<file path="src/rtl/ctl3w_pkg.sv">
`timescale 1ns/1ps
package ctl3w_pkg;
   typedef enum logic [1:0] {
      PH_IDLE = 2'd0,
      PH_HDR  = 2'd1,
      PH_REC  = 2'd2,
      PH_IGN  = 2'd3
   } phase_t;

   typedef enum logic [2:0] {
      ST_FM_SLOT    = 3'd0,
      ST_FM_RX      = 3'd1,
      ST_CDMA_SLEEP = 3'd2,
      ST_CDMA_IDLE  = 3'd3,
      ST_CDMA_RX    = 3'd4
   } opstate_t;

   localparam logic [7:0] DEF_CTL  = 8'h3C;
   localparam logic [7:0] DEF_CLK  = 8'h0C;
   localparam logic [7:0] DEF_GAIN = 8'h0B;
endpackage

</file>
<file path="src/rtl/ctl3w_sync.sv">
`timescale 1ns/1ps
module ctl3w_sync #(
   parameter int STAGES = 2,
   parameter int W      = 3
) (
   input  logic         clk,
   input  logic         rst_n,
   input  logic [W-1:0] d,
   output logic [W-1:0] q,
   output logic [W-1:0] q_d
);
   // chain[0] is the newest sample; one extra stage keeps the previous value
   logic [STAGES:0][W-1:0] chain;

   always_ff @(posedge clk or negedge rst_n) begin
      if (!rst_n) chain <= '0;
      else        chain <= {chain[STAGES-1:0], d};
   end

   assign q   = chain[STAGES-1];
   assign q_d = chain[STAGES];
endmodule

</file>
<file path="src/rtl/ctl3w_regs.sv">
`timescale 1ns/1ps
module ctl3w_regs #(
   parameter int ADDR_W = 7,
   parameter int DATA_W = 8,
   parameter int ID_W   = 6,
   parameter logic [ID_W-1:0] DEV_ID = 6'h1F,
   parameter logic [ADDR_W-1:0] A_SRST = 7'h00,
   parameter logic [ADDR_W-1:0] A_ID   = 7'h01,
   parameter int NRW = 3,
   parameter logic [NRW*ADDR_W-1:0] RW_ADDRS = {7'h0C, 7'h09, 7'h04},
   parameter logic [NRW*DATA_W-1:0] RW_DEFS  = {8'h0B, 8'h0C, 8'h3C}
) (
   input  logic                         clk,
   input  logic                         rst_n,
   input  logic                         bus_sel,
   input  logic                         wr_en,
   input  logic [ADDR_W-1:0]            wr_addr,
   input  logic [DATA_W-1:0]            wr_data,
   input  logic [ADDR_W-1:0]            rd_addr,
   output logic [DATA_W-1:0]            rd_data,
   output logic [NRW-1:0][DATA_W-1:0]   reg_q
);
   logic soft_rst;
   assign soft_rst = wr_en && (wr_addr == A_SRST);

   for (genvar i = 0; i < NRW; i++) begin : g_reg
      localparam logic [ADDR_W-1:0] MY_ADDR = RW_ADDRS[i*ADDR_W +: ADDR_W];
      localparam logic [DATA_W-1:0] MY_DEF  = RW_DEFS[i*DATA_W +: DATA_W];
      logic [DATA_W-1:0] r;
      always_ff @(posedge clk or negedge rst_n) begin
         if (!rst_n)                            r <= MY_DEF;
         else if (!bus_sel || soft_rst)         r <= MY_DEF;
         else if (wr_en && wr_addr == MY_ADDR)  r <= wr_data;
      end
      assign reg_q[i] = r;
   end

   always_comb begin
      rd_data = '0;
      if (rd_addr == A_ID) rd_data = {{(DATA_W-ID_W){1'b0}}, DEV_ID};
      for (int i = 0; i < NRW; i++)
         if (rd_addr == RW_ADDRS[i*ADDR_W +: ADDR_W]) rd_data = reg_q[i];
   end
endmodule

</file>
<file path="src/rtl/ctl3w_frame.sv">
`timescale 1ns/1ps
module ctl3w_frame
   import ctl3w_pkg::*;
#(
   parameter int ADDR_W = 7,
   parameter int DATA_W = 8,
   parameter int ID_W   = 6,
   parameter logic [ID_W-1:0] DEV_ID = 6'h1F,
   parameter logic [1:0] START_CODE = 2'b01
) (
   input  logic              clk,
   input  logic              rst_n,
   input  logic              bus_sel,
   input  logic              st,
   input  logic              st_d,
   input  logic              ck,
   input  logic              ck_d,
   input  logic              dat,
   input  logic [DATA_W-1:0] rd_data,
   output logic [ADDR_W-1:0] rec_addr,
   output logic              wr_en,
   output logic [DATA_W-1:0] wr_data,
   output logic              pull
);
   localparam int HDR_BITS = 2 + ID_W;
   localparam int REC_BITS = 2 + ADDR_W + 1 + DATA_W;
   localparam int CNT_W    = $clog2(REC_BITS);
   localparam logic [CNT_W-1:0] P_DIR   = CNT_W'(1);
   localparam logic [CNT_W-1:0] P_ALAST = CNT_W'(1 + ADDR_W);
   localparam logic [CNT_W-1:0] P_DUM2  = CNT_W'(2 + ADDR_W);
   localparam logic [CNT_W-1:0] P_LAST  = CNT_W'(REC_BITS - 1);
   localparam logic [CNT_W-1:0] P_HLAST = CNT_W'(HDR_BITS - 1);
   localparam logic [HDR_BITS-1:0] HDR_OK = {START_CODE, DEV_ID};

   phase_t              ph;
   logic [CNT_W-1:0]    cnt;
   logic [HDR_BITS-1:0] hsh;
   logic [DATA_W-1:0]   dsh, rsh;
   logic                dir, drv;
   logic                st_fall, ck_fall, bit_ev;

   assign st_fall = st_d & ~st;
   assign ck_fall = ck_d & ~ck;
   // a bit counts only when nothing of higher priority happens in the same cycle
   assign bit_ev  = bus_sel & ~st_fall & ~st & ck_fall;

   always_ff @(posedge clk or negedge rst_n) begin
      if (!rst_n) begin
         ph <= PH_IDLE; cnt <= '0; hsh <= '0; dsh <= '0; rsh <= '0;
         dir <= 1'b0; drv <= 1'b0; rec_addr <= '0;
      end else if (!bus_sel) begin
         ph <= PH_IDLE; drv <= 1'b0;
      end else if (st_fall) begin
         ph <= PH_HDR; cnt <= '0; drv <= 1'b0;
      end else if (st) begin
         ph <= PH_IDLE; drv <= 1'b0;
      end else if (ck_fall) begin
         case (ph)
            PH_HDR: begin
               hsh <= {hsh[HDR_BITS-2:0], dat};
               if (cnt == P_HLAST) begin
                  ph  <= ({hsh[HDR_BITS-2:0], dat} == HDR_OK) ? PH_REC : PH_IGN;
                  cnt <= '0;
               end else cnt <= cnt + 1'b1;
            end
            PH_REC: begin
               dsh <= {dsh[DATA_W-2:0], dat};
               if (cnt == P_DIR) dir <= dat;
               if (cnt > P_DIR && cnt <= P_ALAST) rec_addr <= {rec_addr[ADDR_W-2:0], dat};
               if (cnt == P_DUM2 && !dir) begin
                  rsh <= rd_data;
                  drv <= 1'b1;
               end
               if (cnt > P_DUM2 && cnt < P_LAST) rsh <= {rsh[DATA_W-2:0], 1'b0};
               if (cnt == P_LAST) begin
                  drv <= 1'b0;
                  cnt <= '0;
               end else cnt <= cnt + 1'b1;
            end
            default: ;
         endcase
      end
   end

   assign wr_en   = bit_ev && (ph == PH_REC) && (cnt == P_LAST) && dir;
   assign wr_data = {dsh[DATA_W-2:0], dat};
   assign pull    = drv & ~rsh[DATA_W-1];
endmodule

</file>
<file path="src/rtl/ctl3w_mode.sv">
`timescale 1ns/1ps
module ctl3w_mode
   import ctl3w_pkg::*;
(
   input  logic       bus_sel,
   input  logic [2:0] reg_bits,
   input  logic [2:0] pin_bits,
   input  logic       slot_n,
   output logic [2:0] state
);
   logic [2:0] mb;
   opstate_t   s;
   assign mb = bus_sel ? reg_bits : pin_bits;

   always_comb begin
      if (!mb[2])      s = (mb[0] && slot_n) ? ST_FM_RX : ST_FM_SLOT;
      else if (!mb[0]) s = ST_CDMA_SLEEP;
      else if (!mb[1]) s = ST_CDMA_IDLE;
      else             s = ST_CDMA_RX;
   end
   assign state = s;
endmodule

</file>
<file path="src/rtl/ctl3w_slave.sv">
`timescale 1ns/1ps
module ctl3w_slave
   import ctl3w_pkg::*;
#(
   parameter int ID_W        = 6,
   parameter int ADDR_W      = 7,
   parameter int DATA_W      = 8,
   parameter int SYNC_STAGES = 2,
   parameter logic [ID_W-1:0] DEV_ID     = 6'h1F,
   parameter logic [1:0]      START_CODE = 2'b01
) (
   input  logic              clk,
   input  logic              rst_n,
   input  logic              bus_sel,
   input  logic              strb_i,
   input  logic              sclk_i,
   input  logic              sdat_i,
   input  logic              slot_n_i,
   output logic              sdat_pull_o,
   output logic [DATA_W-1:0] ctl_reg_o,
   output logic [DATA_W-1:0] clkmode_reg_o,
   output logic [DATA_W-1:0] gain_reg_o,
   output logic [2:0]        op_state_o
);
   localparam int NRW = 3;

   if (SYNC_STAGES < 2) begin : g_bad_sync
      $error("ctl3w_slave: SYNC_STAGES must be at least 2");
   end
   if (DATA_W < 3 || DATA_W < ID_W || ADDR_W < 5) begin : g_bad_width
      $error("ctl3w_slave: data or address width too small for the register map");
   end

   logic [2:0] pin_q, pin_qd;   // {strobe, clock, data}
   logic [ADDR_W-1:0] rec_addr;
   logic [DATA_W-1:0] rd_data, wr_data;
   logic wr_en;
   logic [NRW-1:0][DATA_W-1:0] reg_q;

   ctl3w_sync #(.STAGES(SYNC_STAGES), .W(3)) u_sync (
      .clk(clk), .rst_n(rst_n), .d({strb_i, sclk_i, sdat_i}),
      .q(pin_q), .q_d(pin_qd)
   );

   ctl3w_frame #(
      .ADDR_W(ADDR_W), .DATA_W(DATA_W), .ID_W(ID_W),
      .DEV_ID(DEV_ID), .START_CODE(START_CODE)
   ) u_frame (
      .clk(clk), .rst_n(rst_n), .bus_sel(bus_sel),
      .st(pin_q[2]), .st_d(pin_qd[2]), .ck(pin_q[1]), .ck_d(pin_qd[1]),
      .dat(pin_q[0]), .rd_data(rd_data), .rec_addr(rec_addr),
      .wr_en(wr_en), .wr_data(wr_data), .pull(sdat_pull_o)
   );

   ctl3w_regs #(
      .ADDR_W(ADDR_W), .DATA_W(DATA_W), .ID_W(ID_W), .DEV_ID(DEV_ID),
      .A_SRST(ADDR_W'(0)), .A_ID(ADDR_W'(1)), .NRW(NRW),
      .RW_ADDRS({ADDR_W'(12), ADDR_W'(9), ADDR_W'(4)}),
      .RW_DEFS({DATA_W'(DEF_GAIN), DATA_W'(DEF_CLK), DATA_W'(DEF_CTL)})
   ) u_regs (
      .clk(clk), .rst_n(rst_n), .bus_sel(bus_sel), .wr_en(wr_en),
      .wr_addr(rec_addr), .wr_data(wr_data), .rd_addr(rec_addr),
      .rd_data(rd_data), .reg_q(reg_q)
   );

   assign ctl_reg_o     = reg_q[0];
   assign clkmode_reg_o = reg_q[1];
   assign gain_reg_o    = reg_q[2];

   ctl3w_mode u_mode (
      .bus_sel(bus_sel), .reg_bits(reg_q[0][2:0]),
      .pin_bits({pin_q[0], pin_q[2], pin_q[1]}),
      .slot_n(slot_n_i), .state(op_state_o)
   );
endmodule

</file>
<file path="config.mk">
export PLATFORM = sky130hd
export DESIGN_NAME = ctl3w_slave
export DESIGN_NICKNAME = d
export VERILOG_FILES = /design/src/rtl/ctl3w_pkg.sv /design/src/rtl/ctl3w_sync.sv /design/src/rtl/ctl3w_regs.sv /design/src/rtl/ctl3w_frame.sv /design/src/rtl/ctl3w_mode.sv /design/src/rtl/ctl3w_slave.sv
export SDC_FILE = /design/constraint.sdc
export NUM_CORES = 1
export LEC_CHECK = 0
export BUFFER_PORTS_ARGS = -buffer_cell sky130_fd_sc_hd__buf_2
export CAP_MARGIN = 40
export CORE_ASPECT_RATIO = 0.5
export CORE_MARGIN = 8
export CORE_UTILIZATION = 50
export DETAILED_ROUTE_END_ITERATION = 16
export GPL_TIMING_DRIVEN = 0
export PLACE_DENSITY = 0.71
export SLEW_MARGIN = 20
export SYNTH_ARGS = -nofsm -noshare
export SYNTH_HDL_FRONTEND = slang
export SYNTH_SLANG_ARGS = --single-unit
</file>
<file path="constraint.sdc">
create_clock -name clk -period 4.96 [get_ports clk]
set_input_delay 0.248 -clock clk [delete_from_list [all_inputs] [get_ports clk]]
set_output_delay 0.248 -clock clk [all_outputs]
set_load 0.05 [all_outputs]
</file>
==> results.sh, run 1 <==
export IMPL_worst_ep_required_time_ns=4.71
export IMPL_grt_pass1_vias=2698
export IMPL_drt_initial_drc_count=299
export IMPL_drtAntennaViolNets=0
export IMPL_die_area_um2=10100
export IMPL_async_reset_ff_share_pct=100
export IMPL_viasPerCell=5.91
export IMPL_drt_total_wl_mm=8.20
export IMPL_finalSetupViolCount=0
export IMPL_maxCapViolations=0
export IMPL_rows=21
export IMPL_insertion_delay_ns=0.34
export IMPL_max_clock_freq_mhz=432
export IMPL_met2WireLength_mm=3.89
export IMPL_clkTransAtPathRegs_ns=0.05
export IMPL_p_sw_share_pct=24.7
export IMPL_setup_tns_final_ns=0
export IMPL_pwr_share_comb_pct=9.1
export IMPL_syn_inst=324
export IMPL_slew_violations=0
export IMPL_grt_pass1_wl_mm=13.7
export IMPL_final_cell_mix="dfrtp_1 (61), buf_2 (41), nand3_1 (39)"
export IMPL_place_area_um2=3800
export IMPL_switchingPower_uw=331
export IMPL_met1Wirelength_mm=3.58
export IMPL_finalInstanceArea_um2=4100
export IMPL_setup_ws_ns=2.65
export IMPL_drive_gt1_share_pct=27.7
export IMPL_top_layer="met4"
export IMPL_cts_path_max_buffers=2
export IMPL_critPathCaptureType="primary output"
export IMPL_layout_commonest_cell="dfrtp_1"
export IMPL_crit_type="flop to primary output"
export IMPL_tightestPinTransition_ns=0.621
export IMPL_crit_chain="clkbuf_1 -> mux2i_1 -> a211oi_1 -> a21oi_1 -> nor2_1 -> buf_2"
export IMPL_path_delay_family="buffers and inverters"
export IMPL_slew_headroom_pct=58.3
export IMPL_final_core_util_pct=61.0
export IMPL_synth_ff_latch_count=70
export IMPL_syn_nets=336
export IMPL_ys_types=47
export IMPL_worst_hold_slack_ns=0.0177
export IMPL_cts_buffers=9
export IMPL_h_tree_depth=3
export IMPL_dr_wl_met3_um=573
export IMPL_p_int_mw=1.01
export IMPL_cts_root_buf="clkbuf_16"
export IMPL_post_route_period_util_pct=46.7
export IMPL_ys_dominant_reg_cell="dfrtp_1"
export IMPL_power_mw=1.34
export IMPL_area_delta_synth_final_pct=17.6
export IMPL_io_buffers=34
export IMPL_cp_slowest_cell="clkbuf_1"
export IMPL_post_cts_resize_count=0
export IMPL_post_drt_wl_per_cell_um=17.5
export IMPL_p_leak_nw=1.80
export IMPL_rsz0062_at_grt="false"
export IMPL_core_area_um2=6730
export IMPL_place_worst_setup_slack_ns=2.74
export IMPL_yosysSeqAreaShare_pct=50.6
export IMPL_cp_num_buf_inv=2
export IMPL_dp_cells=451
export IMPL_vias=2764
export IMPL_drt_pass1_iterations=5
export IMPL_p_per_area_nw_per_um2=327
export IMPL_final_cells=468
export IMPL_grt_usage_pct=17.5
export IMPL_path_max_fanout=9
export IMPL_syn_avg_cell_area_um2=10.8
export IMPL_start_kind="flop"
export IMPL_dieWidth_um=134
export IMPL_pin_count=35
export IMPL_worst_clock_skew_ns=0.00561
export IMPL_synth_edf_count=0
export IMPL_num_nets_final=383
export IMPL_post_route_min_period_ns=2.31
export IMPL_antenna_cells=0
export IMPL_antenna_found_initial=0
export IMPL_max_stage_delay_ns=0.45
export IMPL_status="completed"
export IMPL_synth_area_um2=3490
export IMPL_peakVddDrop_mv=0.277
export IMPL_drc=0
export IMPL_hold_viol_final=0
export IMPL_post_dp_hpwl_mm=5.69
export IMPL_grt_max_degree=59
export IMPL_die_y_um=75.1
export IMPL_post_cts_buffers=0
export IMPL_cp_data_arrival_time_ns=2.07
export IMPL_p_seq_share_pct=45.2
export IMPL_cts_tree="built"
export IMPL_initial_utilization_pct=51.8
export IMPL_yosys_warnings=0
export IMPL_overflow=0
export IMPL_clkPwrFrac_pct=45.7
export IMPL_gp_congestion=0.917
export IMPL_hold_path_class="input port to flop"
export IMPL_cts_sinks=70
==> layer usage <==
metal,global-route usage (%),vias up
met5,0,-
met4,7.15,0
met3,5.66,18
met2,28.6,113
met1,21.4,1349
li1,-,1284
==> logic make-up (layout without fill, tap and decap cells) <==
group           Yosys count  count (layout)  synth area share, %
simple gates            100             100                 17.4
compound gates           86              86                 15.6
flops                    70              70                 50.6
mux                      32              32                 10.0
buf+inv                  31              83                 4.59
fa+ha+maj                 5               5                 1.79
==> cell type report <==
class,count,area (µm²)
multi-input cells,223,1560
plain buffers,18,111
repair buffers,36,210
well taps,92,115
inverters,13,48.8
fillers,558,2630
flip-flops and latches,70,1760
clock buffers,13,270
clock inverters,3,17.5
==> timing repair <==
item                                    4_1_cts  5_1_grt
endpoints found under the setup margin        0        0
endpoints found under the hold margin        12        0
hold buffers                                  1        0
==> synthesized netlist by cell type, types with 2 or more instances <==
master / number / area, µm²
and3_1: 2 / 12.5
o21ai_0: 33 / 165
o21a_1: 2 / 15.0
nor2b_1: 12 / 75.1
and4bb_2: 2 / 25.0
a211oi_1: 2 / 15.0
nand2_1: 9 / 33.8
buf_2: 8 / 40.0
and3b_1: 3 / 26.3
nor2_1: 8 / 30.0
o2bb2ai_1: 3 / 26.3
mux2_2: 24 / 270
a221oi_1: 5 / 43.8
a221o_1: 2 / 20.0
a22oi_1: 2 / 15.0
inv_1: 13 / 48.8
nand3_1: 39 / 195
nor3_1: 2 / 10.0
ha_1: 5 / 62.6
buf_6: 4 / 45.0
clkbuf_1: 5 / 18.8
nor3b_1: 3 / 22.5
nand4_1: 4 / 25.0
a21oi_1: 26 / 130
dfstp_2: 9 / 236
mux2i_1: 8 / 80.1
a32o_1: 2 / 20.0
dfrtp_1: 61 / 1530
o22ai_1: 3 / 18.8
nand2b_1: 6 / 37.5
==> power by group through the flow <==
stage               Combinational, mW  Clock, mW  Sequential [mW]
global route                    0.136      0.650            0.608
CTS                             0.122      0.624            0.606
detailed placement              0.120          0            0.615
floorplan                      0.0827          0            0.610
global placement                0.113          0            0.614
finish                          0.123      0.614            0.606
==> path summary, 6_finish.rpt <==
| kind | start | end | slack, ns | cells past startpoint |
|---|---|---|---|---|
| max | u_sync.q[0]$_DFF_PN0_ | op_state_o[0] | 2.65 | 6 |
| min | strb_i | u_sync.chain[2]$_DFF_PN0_ | 0.02 | 1 |
| max reg2reg | u_frame.cnt[1]$_DFFE_PN0P_ | u_frame.rsh[4]$_DFFE_PN0P_ | 2.69 | 6 |
| min reg2reg | u_sync.chain[1]$_DFF_PN0_ | u_sync.q[1]$_DFF_PN0_ | 0.35 | 0 |
| max in group asynchronous | rst_n | u_regs.g_reg[2].r[0]$_DFFE_PN1P_ | 4.09 | 3 |
| min in group asynchronous | rst_n | u_frame.dsh[3]$_DFFE_PN0P_ | 0.30 | 2 |
==> registers in the layout, summed over array words and instances (netlist names) <==
name and cells:
u_sync.chain 3, u_frame.hsh 7, u_frame.drv 1, u_regs.g.r 24, u_frame.rsh 8, u_frame.cnt 5
u_frame.ph 2, u_frame.dsh 7, u_sync.q_d 2, u_frame.rec_addr 7, u_sync.q 3, u_frame.dir 1
Power figures use the tool's default switching activity.
==> inputs of run 2 (changes only) <==
Settings changed: ABC_AREA set to 1, PLACE_DENSITY 0.71 to 0.74.
Clock period 4.96 ns to 2.02 ns, I/O delays scaled along.
==> results.sh, run 2 <==
export IMPL_synth_ff_latch_count=70
export IMPL_cts_tree="built"
export IMPL_met2_usage_pct=25.8
export IMPL_worst_ep_required_time_ns=2.24
export IMPL_hold_path_class="input port to flop"
export IMPL_viasPerCell=5.10
export IMPL_grt_pass1_vias=2955
export IMPL_syn_inst=450
export IMPL_grt_max_degree=42
export IMPL_setup_tns_final_ns=0
export IMPL_critPathCaptureType="flop"
export IMPL_slew_violations=0
export IMPL_cts_root_buf="clkbuf_16"
export IMPL_layout_commonest_cell="nand2_1"
export IMPL_synthTopCellsByArea="dfrtp_1 (42%), nand2_1 (15%), dfstp_2 (6.6%)"
export IMPL_final_cell_mix="nand2_1 (142), dfrtp_1 (61), inv_1 (50)"
export IMPL_antenna_found_initial=0
export IMPL_status="completed"
export IMPL_core_area_um2=6810
export IMPL_gp_congestion=0.868
export IMPL_r2r_cells=12
export IMPL_final_cells=601
export IMPL_post_route_period_util_pct=94.5
export IMPL_die_y_um=75.9
export IMPL_async_reset_ff_share_pct=100
export IMPL_drc=0
export IMPL_rows=21
export IMPL_rsz0062_at_grt="false"
export IMPL_synth_edf_count=0
export IMPL_antenna_cells=0
export IMPL_initial_utilization_pct=52.8
export IMPL_synth_top_cell_area_share_pct=42.5
export IMPL_h_tree_depth=3
export IMPL_p_per_area_nw_per_um2=851
export IMPL_grt_usage_pct=17.4
export IMPL_clkTransAtPathRegs_ns=0.05
export IMPL_yosys_warnings=0
export IMPL_overflow=0
export IMPL_area_delta_synth_final_pct=19.4
export IMPL_path_max_fanout=10
export IMPL_nFillCells=574
export IMPL_insertion_delay_ns=0.34
export IMPL_finalSetupViolCount=0
export IMPL_io_buffers=33
export IMPL_worst_clock_skew_ns=0.00416
export IMPL_cts_path_max_buffers=2
export IMPL_max_clock_freq_mhz=524
export IMPL_synthMostInstantiatedCell="nand2_1"
export IMPL_hold_viol_final=0
export IMPL_drt_initial_drc_count=217
export IMPL_synth_area_um2=3590
export IMPL_regArea_um2=1760
export IMPL_post_drt_wl_per_cell_um=13.8
export IMPL_dp_cells=576
export IMPL_grt_use_met1_pct=23.0
export IMPL_multiInputGateArea_um2=1580
export IMPL_syn_avg_cell_area_um2=7.98
export IMPL_ys_dominant_reg_cell="dfrtp_1"
export IMPL_syn_nets=462
export IMPL_min_path_cells=4
export IMPL_ys_types=30
export IMPL_cts_buffers=9
export IMPL_cts_sinks=70
export IMPL_peakVddDrop_mv=0.637
export IMPL_cp_data_arrival_time_ns=2.13
export IMPL_top_register="u_regs.g.r"
export IMPL_post_dp_hpwl_mm=6.06
export IMPL_die_area_um2=10300
export IMPL_drive_gt1_share_pct=22.0
export IMPL_largest_reg_flops=24
export IMPL_crit_type="flop to flop"
export IMPL_slew_headroom_pct=64.0
export IMPL_num_nets_final=516
export IMPL_vias=3066
export IMPL_regToRegSetupSlack_ns=0.11
export IMPL_dieWidth_um=136
export IMPL_grt_pass1_wl_mm=14.3
export IMPL_pin_count=35
export IMPL_grt_busiest_layer="met2"
export IMPL_yosysTopAreaCell="dfrtp_1"
export IMPL_start_kind="flop"
export IMPL_met3_usage_pct=6.71
export IMPL_synth_commonest_cells="nand2_1 (143), dfrtp_1 (61), inv_1 (50), nor2_1 (48), o21ai_0 (31)"
export IMPL_drt_total_wl_mm=8.32
export IMPL_yosysSeqAreaShare_pct=49.1
export IMPL_post_route_min_period_ns=1.91
export IMPL_tightestPinTransition_ns=0.540
export IMPL_drtAntennaViolNets=0
export IMPL_drt_pass1_iterations=4
export IMPL_maxCapViolations=0
export IMPL_top_regs="u_regs.g.r x24, u_frame.rsh x8"
export IMPL_p_leak_nw=2.22
run 2: final timing paths:
path                                            start                          endpoint
setup / recovery           u_frame.cnt[1]$_DFFE_PN0P_  u_regs.g_reg[1].r[0]$_DFFE_PN0P_
min in group asynchronous                       rst_n        u_frame.dsh[4]$_DFFE_PN0P_
hold reg to reg             u_sync.chain[1]$_DFF_PN0_             u_sync.q[1]$_DFF_PN0_
hold / removal                                bus_sel  u_regs.g_reg[2].r[3]$_DFFE_PN1P_
setup reg to reg           u_frame.cnt[1]$_DFFE_PN0P_  u_regs.g_reg[1].r[0]$_DFFE_PN0P_
max in group asynchronous                       rst_n  u_regs.g_reg[1].r[2]$_DFFE_PN1P_
run 2: kinds of logic (layout without fill, tap and decap cells):
| logic type | count (synthesis) | count (layout) | synth area share, % |
|---|---|---|---|
| simple gates | 249 | 249 | 30.9 |
| flops | 70 | 70 | 49.1 |
| fa+ha+maj | 5 | 5 | 1.74 |
| xor+xnor | 1 | 1 | 0.244 |
| buf+inv | 62 | 121 | 7.56 |
| compound gates | 63 | 63 | 10.4 |
run 2: layout make-up:
class,count,area share [%]
tap,92,2.68
multi-input combinational,318,36.9
buffer,7,1.52
inverter,55,4.81
clock buffer,16,6.80
timing repair buffer,43,6.18
sequential,70,41.1
run 2: critical path: stages, from the launching register on:
cell and delay (ns):
dfrtp_1 0.42, inv_1 0.12, ha_2 0.20, nand2_2 0.08
nor2_4 0.14, nand2_2 0.07, nor2_4 0.19, nand2_4 0.12
nand2_8 0.11, buf_8 0.15, nor2_2 0.05, nand2_1 0.07
nand2_1 0.06
run 2: report_power, final:
part	switching (mW)	internal [mW]	leakage, nW	total [mW]
clock network	0.564	0.967	0.143	1.53
registers	0.0765	1.48	0.867	1.56
logic	0.384	0.176	1.21	0.560
total	1.02	2.63	2.22	3.65
run 2: metal layers:
metal / vias up / routed length [µm]
met5: - / 0
met4: 0 / 134
met3: 12 / 389
met2: 63 / 3770
met1: 1465 / 4030
li1: 1526 / -
run 2: through the flow:
stage | hold WS [ns] | util [%] | total power, mW | area (µm²) | setup slack (ns)
after floorplan | -0.195 | - | 1.98 | 3600 | 0.149
after global placement | 0.209 | 57.1 | 2.10 | 3880 | 0.232
after detailed placement | 0.118 | 57.4 | 2.12 | 3910 | 0.169
after CTS | 0.0943 | 62.3 | 3.68 | 4240 | 0.0556
after global routing | 0.139 | 63.0 | 3.82 | 4290 | 0.00755
final | 0.130 | 63.0 | 3.65 | 4290 | 0.111
run 2: what timing repair did:
item	CTS	global route
setup endpoints to repair	0	7
hold buffers	4	0
endpoints found under the hold margin	40	0
gates resized for setup	0	5
setup buffers	0	5
==> inputs of run 3 (changes only) <==
Settings changed: SETUP_SLACK_MARGIN set to 0.15.
Clock period 2.02 ns to 1.6 ns, I/O delays scaled along.
==> results.sh, run 3 (synthesis results as in run 2) <==
export IMPL_status="complete, but fails checks"
export IMPL_violations="setup timing"
export IMPL_hold_viol_final=0
export IMPL_grt_pass1_vias=3254
export IMPL_final_cells=636
export IMPL_rows=21
export IMPL_drt_total_wl_mm=10.3
export IMPL_post_route_min_period_ns=1.73
export IMPL_cts_path_max_buffers=2
export IMPL_tightestPinTransition_ns=0.382
export IMPL_critPathCaptureType="flop"
export IMPL_worst_hold_slack_ns=0.0762
export IMPL_pin_count=35
export IMPL_vias=3366
export IMPL_viasPerCell=5.29
export IMPL_crit_chain="nor2_2 -> nand2_1 -> nand2_2 -> nor2_4 -> a21oi_1 -> nand2_1 -> nand2_1 -> nand2_1"
export IMPL_r2r_start="u_frame.cnt[2]$_DFFE_PN0P_"
export IMPL_switchingPower_mw=1.62
export IMPL_antenna_found_initial=0
export IMPL_grt_usage_pct=18.8
export IMPL_r2r_cells=8
export IMPL_p_leak_nw=2.50
export IMPL_die_y_um=75.9
export IMPL_top_regs="u_regs.g.r x24, u_frame.rsh x8"
export IMPL_hold_path_class="input port to flop"
export IMPL_power_mw=5.36
export IMPL_layout_commonest_cell="nand2_1"
export IMPL_slew_headroom_pct=74.3
export IMPL_crit_path_start="u_frame.cnt[2]$_DFFE_PN0P_"
export IMPL_area_delta_synth_final_pct=40.5
export IMPL_insertion_delay_ns=0.35
export IMPL_cts_tree="built"
export IMPL_post_route_period_util_pct=108
export IMPL_slew_violations=0
export IMPL_timing_rr_end="u_frame.rsh[2]$_DFFE_PN0P_"
export IMPL_dieWidth_um=136
export IMPL_clkPwrFrac_pct=39.9
export IMPL_max_clock_freq_mhz=580
export IMPL_post_dp_hpwl_mm=6.00
export IMPL_p_per_area_nw_per_um2=1060
export IMPL_p_sw_share_pct=30.2
export IMPL_crit_type="flop to flop"
export IMPL_antenna_cells=0
export IMPL_pwr_share_comb_pct=23.3
export IMPL_cts_root_buf="clkbuf_16"
export IMPL_core_area_um2=6810
export IMPL_die_area_um2=10300
export IMPL_dp_cells=576
export IMPL_drtAntennaViolNets=0
export IMPL_drive_gt1_share_pct=39.2
export IMPL_place_worst_setup_slack_ns=-0.166
export IMPL_min_path_cells=3
export IMPL_post_drt_wl_per_cell_um=16.2
export IMPL_place_area_um2=3980
export IMPL_finalSetupViolCount=37
export IMPL_num_nets_final=551
export IMPL_drt_initial_drc_count=296
export IMPL_worst_clock_skew_ns=0.00755
export IMPL_path_max_fanout=8
export IMPL_p_int_mw=3.74
export IMPL_cp_slowest_cell="dfrtp_2"
export IMPL_peakVddDrop_mv=1.42
export IMPL_crit_end="u_frame.rsh[2]$_DFFE_PN0P_"
export IMPL_regToRegSetupSlack_ns=-0.13
export IMPL_clkTransAtPathRegs_ns=0.06
export IMPL_cts_sinks=70
export IMPL_drc=0
export IMPL_cts_buffers=9
export IMPL_grt_pass1_wl_mm=15.7
export IMPL_gp_congestion=0.861
export IMPL_initial_utilization_pct=52.8
export IMPL_largest_reg_flops=24
export IMPL_finalInstanceArea_um2=5050
export IMPL_p_seq_share_pct=36.9
export IMPL_rsz0062_at_grt="true"
export IMPL_cp_common_cell="nand2_1"
export IMPL_drt_pass1_iterations=5
export IMPL_overflow=0
export IMPL_grt_max_degree=56
export IMPL_worst_ep_required_time_ns=1.83
export IMPL_top_register="u_regs.g.r"
export IMPL_final_cell_mix="nand2_1 (127), dfrtp_1 (58), inv_1 (40)"
export IMPL_setup_ws_ns=-0.125
export IMPL_start_kind="flop"
export IMPL_max_stage_delay_ns=0.47
export IMPL_cp_data_arrival_time_ns=1.96
export IMPL_maxCapViolations=0
export IMPL_io_buffers=33
export IMPL_h_tree_depth=3
[run 3: changes by cell type in the layout (fill, tap and decap cells not counted), sizes merged]
cell,change
clkinvlp,+1
nand2,+1
clkinv,+3
clkbuf,-7
buf,+35
bufinv,+2
[run 3: through the flow]
step / util [%] / TNS, ns
3_3_place_gp: 58.0 / -2.68
4_1_cts: 69.6 / -2.03
2_1_floorplan: - / 0
3_5_place_dp: 58.5 / -3.45
6_report: 74.2 / -2.02
5_1_grt: 74.2 / -5.44
[run 3: area by class of cell]
| type | count | area [µm²] |
|---|---|---|
| multi-input combinational | 319 | 1940 |
| sequential | 70 | 1770 |
| fill | 439 | 1760 |
| timing repair buffer | 77 | 614 |
| clock buffer | 10 | 229 |
| inverter | 55 | 209 |
| tap | 92 | 115 |
| clock inverter | 6 | 86.3 |
| buffer | 7 | 85.1 |
[run 3: worst min path at each step]
stage	startpoint	endpoint	slack [ns]
2_1_floorplan	rst_n	u_frame.cnt[0]$_DFFE_PN0P_	-0.22
3_3_place_gp	sdat_i	u_sync.chain[0]$_DFF_PN0_	0.19
3_5_place_dp	rst_n	u_regs.g_reg[1].r[7]$_DFFE_PN0P_	-0.04
4_1_cts	bus_sel	u_regs.g_reg[2].r[3]$_DFFE_PN1P_	0.10
5_1_grt	bus_sel	u_regs.g_reg[1].r[3]$_DFFE_PN1P_	0.09
6_report	bus_sel	u_regs.g_reg[0].r[2]$_DFFE_PN1P_	0.08
[run 3: per-layer routing]
metal  part of all wire (%)  track usage [%]  vias to the layer above
li1                       -                -                     1601
met1                     44             24.4                     1620
met2                     47             28.7                      118
met3                    5.7             5.59                       27
met4                    2.8             7.51                        0
met5                      0                0                        -
[run 3: power groups by stage]
stage	Clock [mW]	Sequential (mW)	Combinational [mW]
after CTS	2.15	1.97	1.04
final	2.14	1.97	1.25
after global routing	2.23	1.98	1.36
after global placement	0	2.00	0.707
after detailed placement	0	2.00	0.726
after floorplan	0	2.01	0.535
[run 3: critical path: cells and delay by family (launching register included)]
family	cells	cell delay (ns)
simple gates	7	0.98
flops	1	0.47
compound gates	1	0.14
[run 3: timing repair]
| action | 4_1_cts | 5_1_grt |
|---|---|---|
| hold buffers | 4 | 0 |
| pin swaps | 22 | 27 |
| buffers inserted | 24 | 14 |
| hold endpoints to repair | 66 | 0 |
| setup endpoints to repair | 54 | 61 |
| gates cloned | 2 | 0 |
| resized for setup | 57 | 57 |
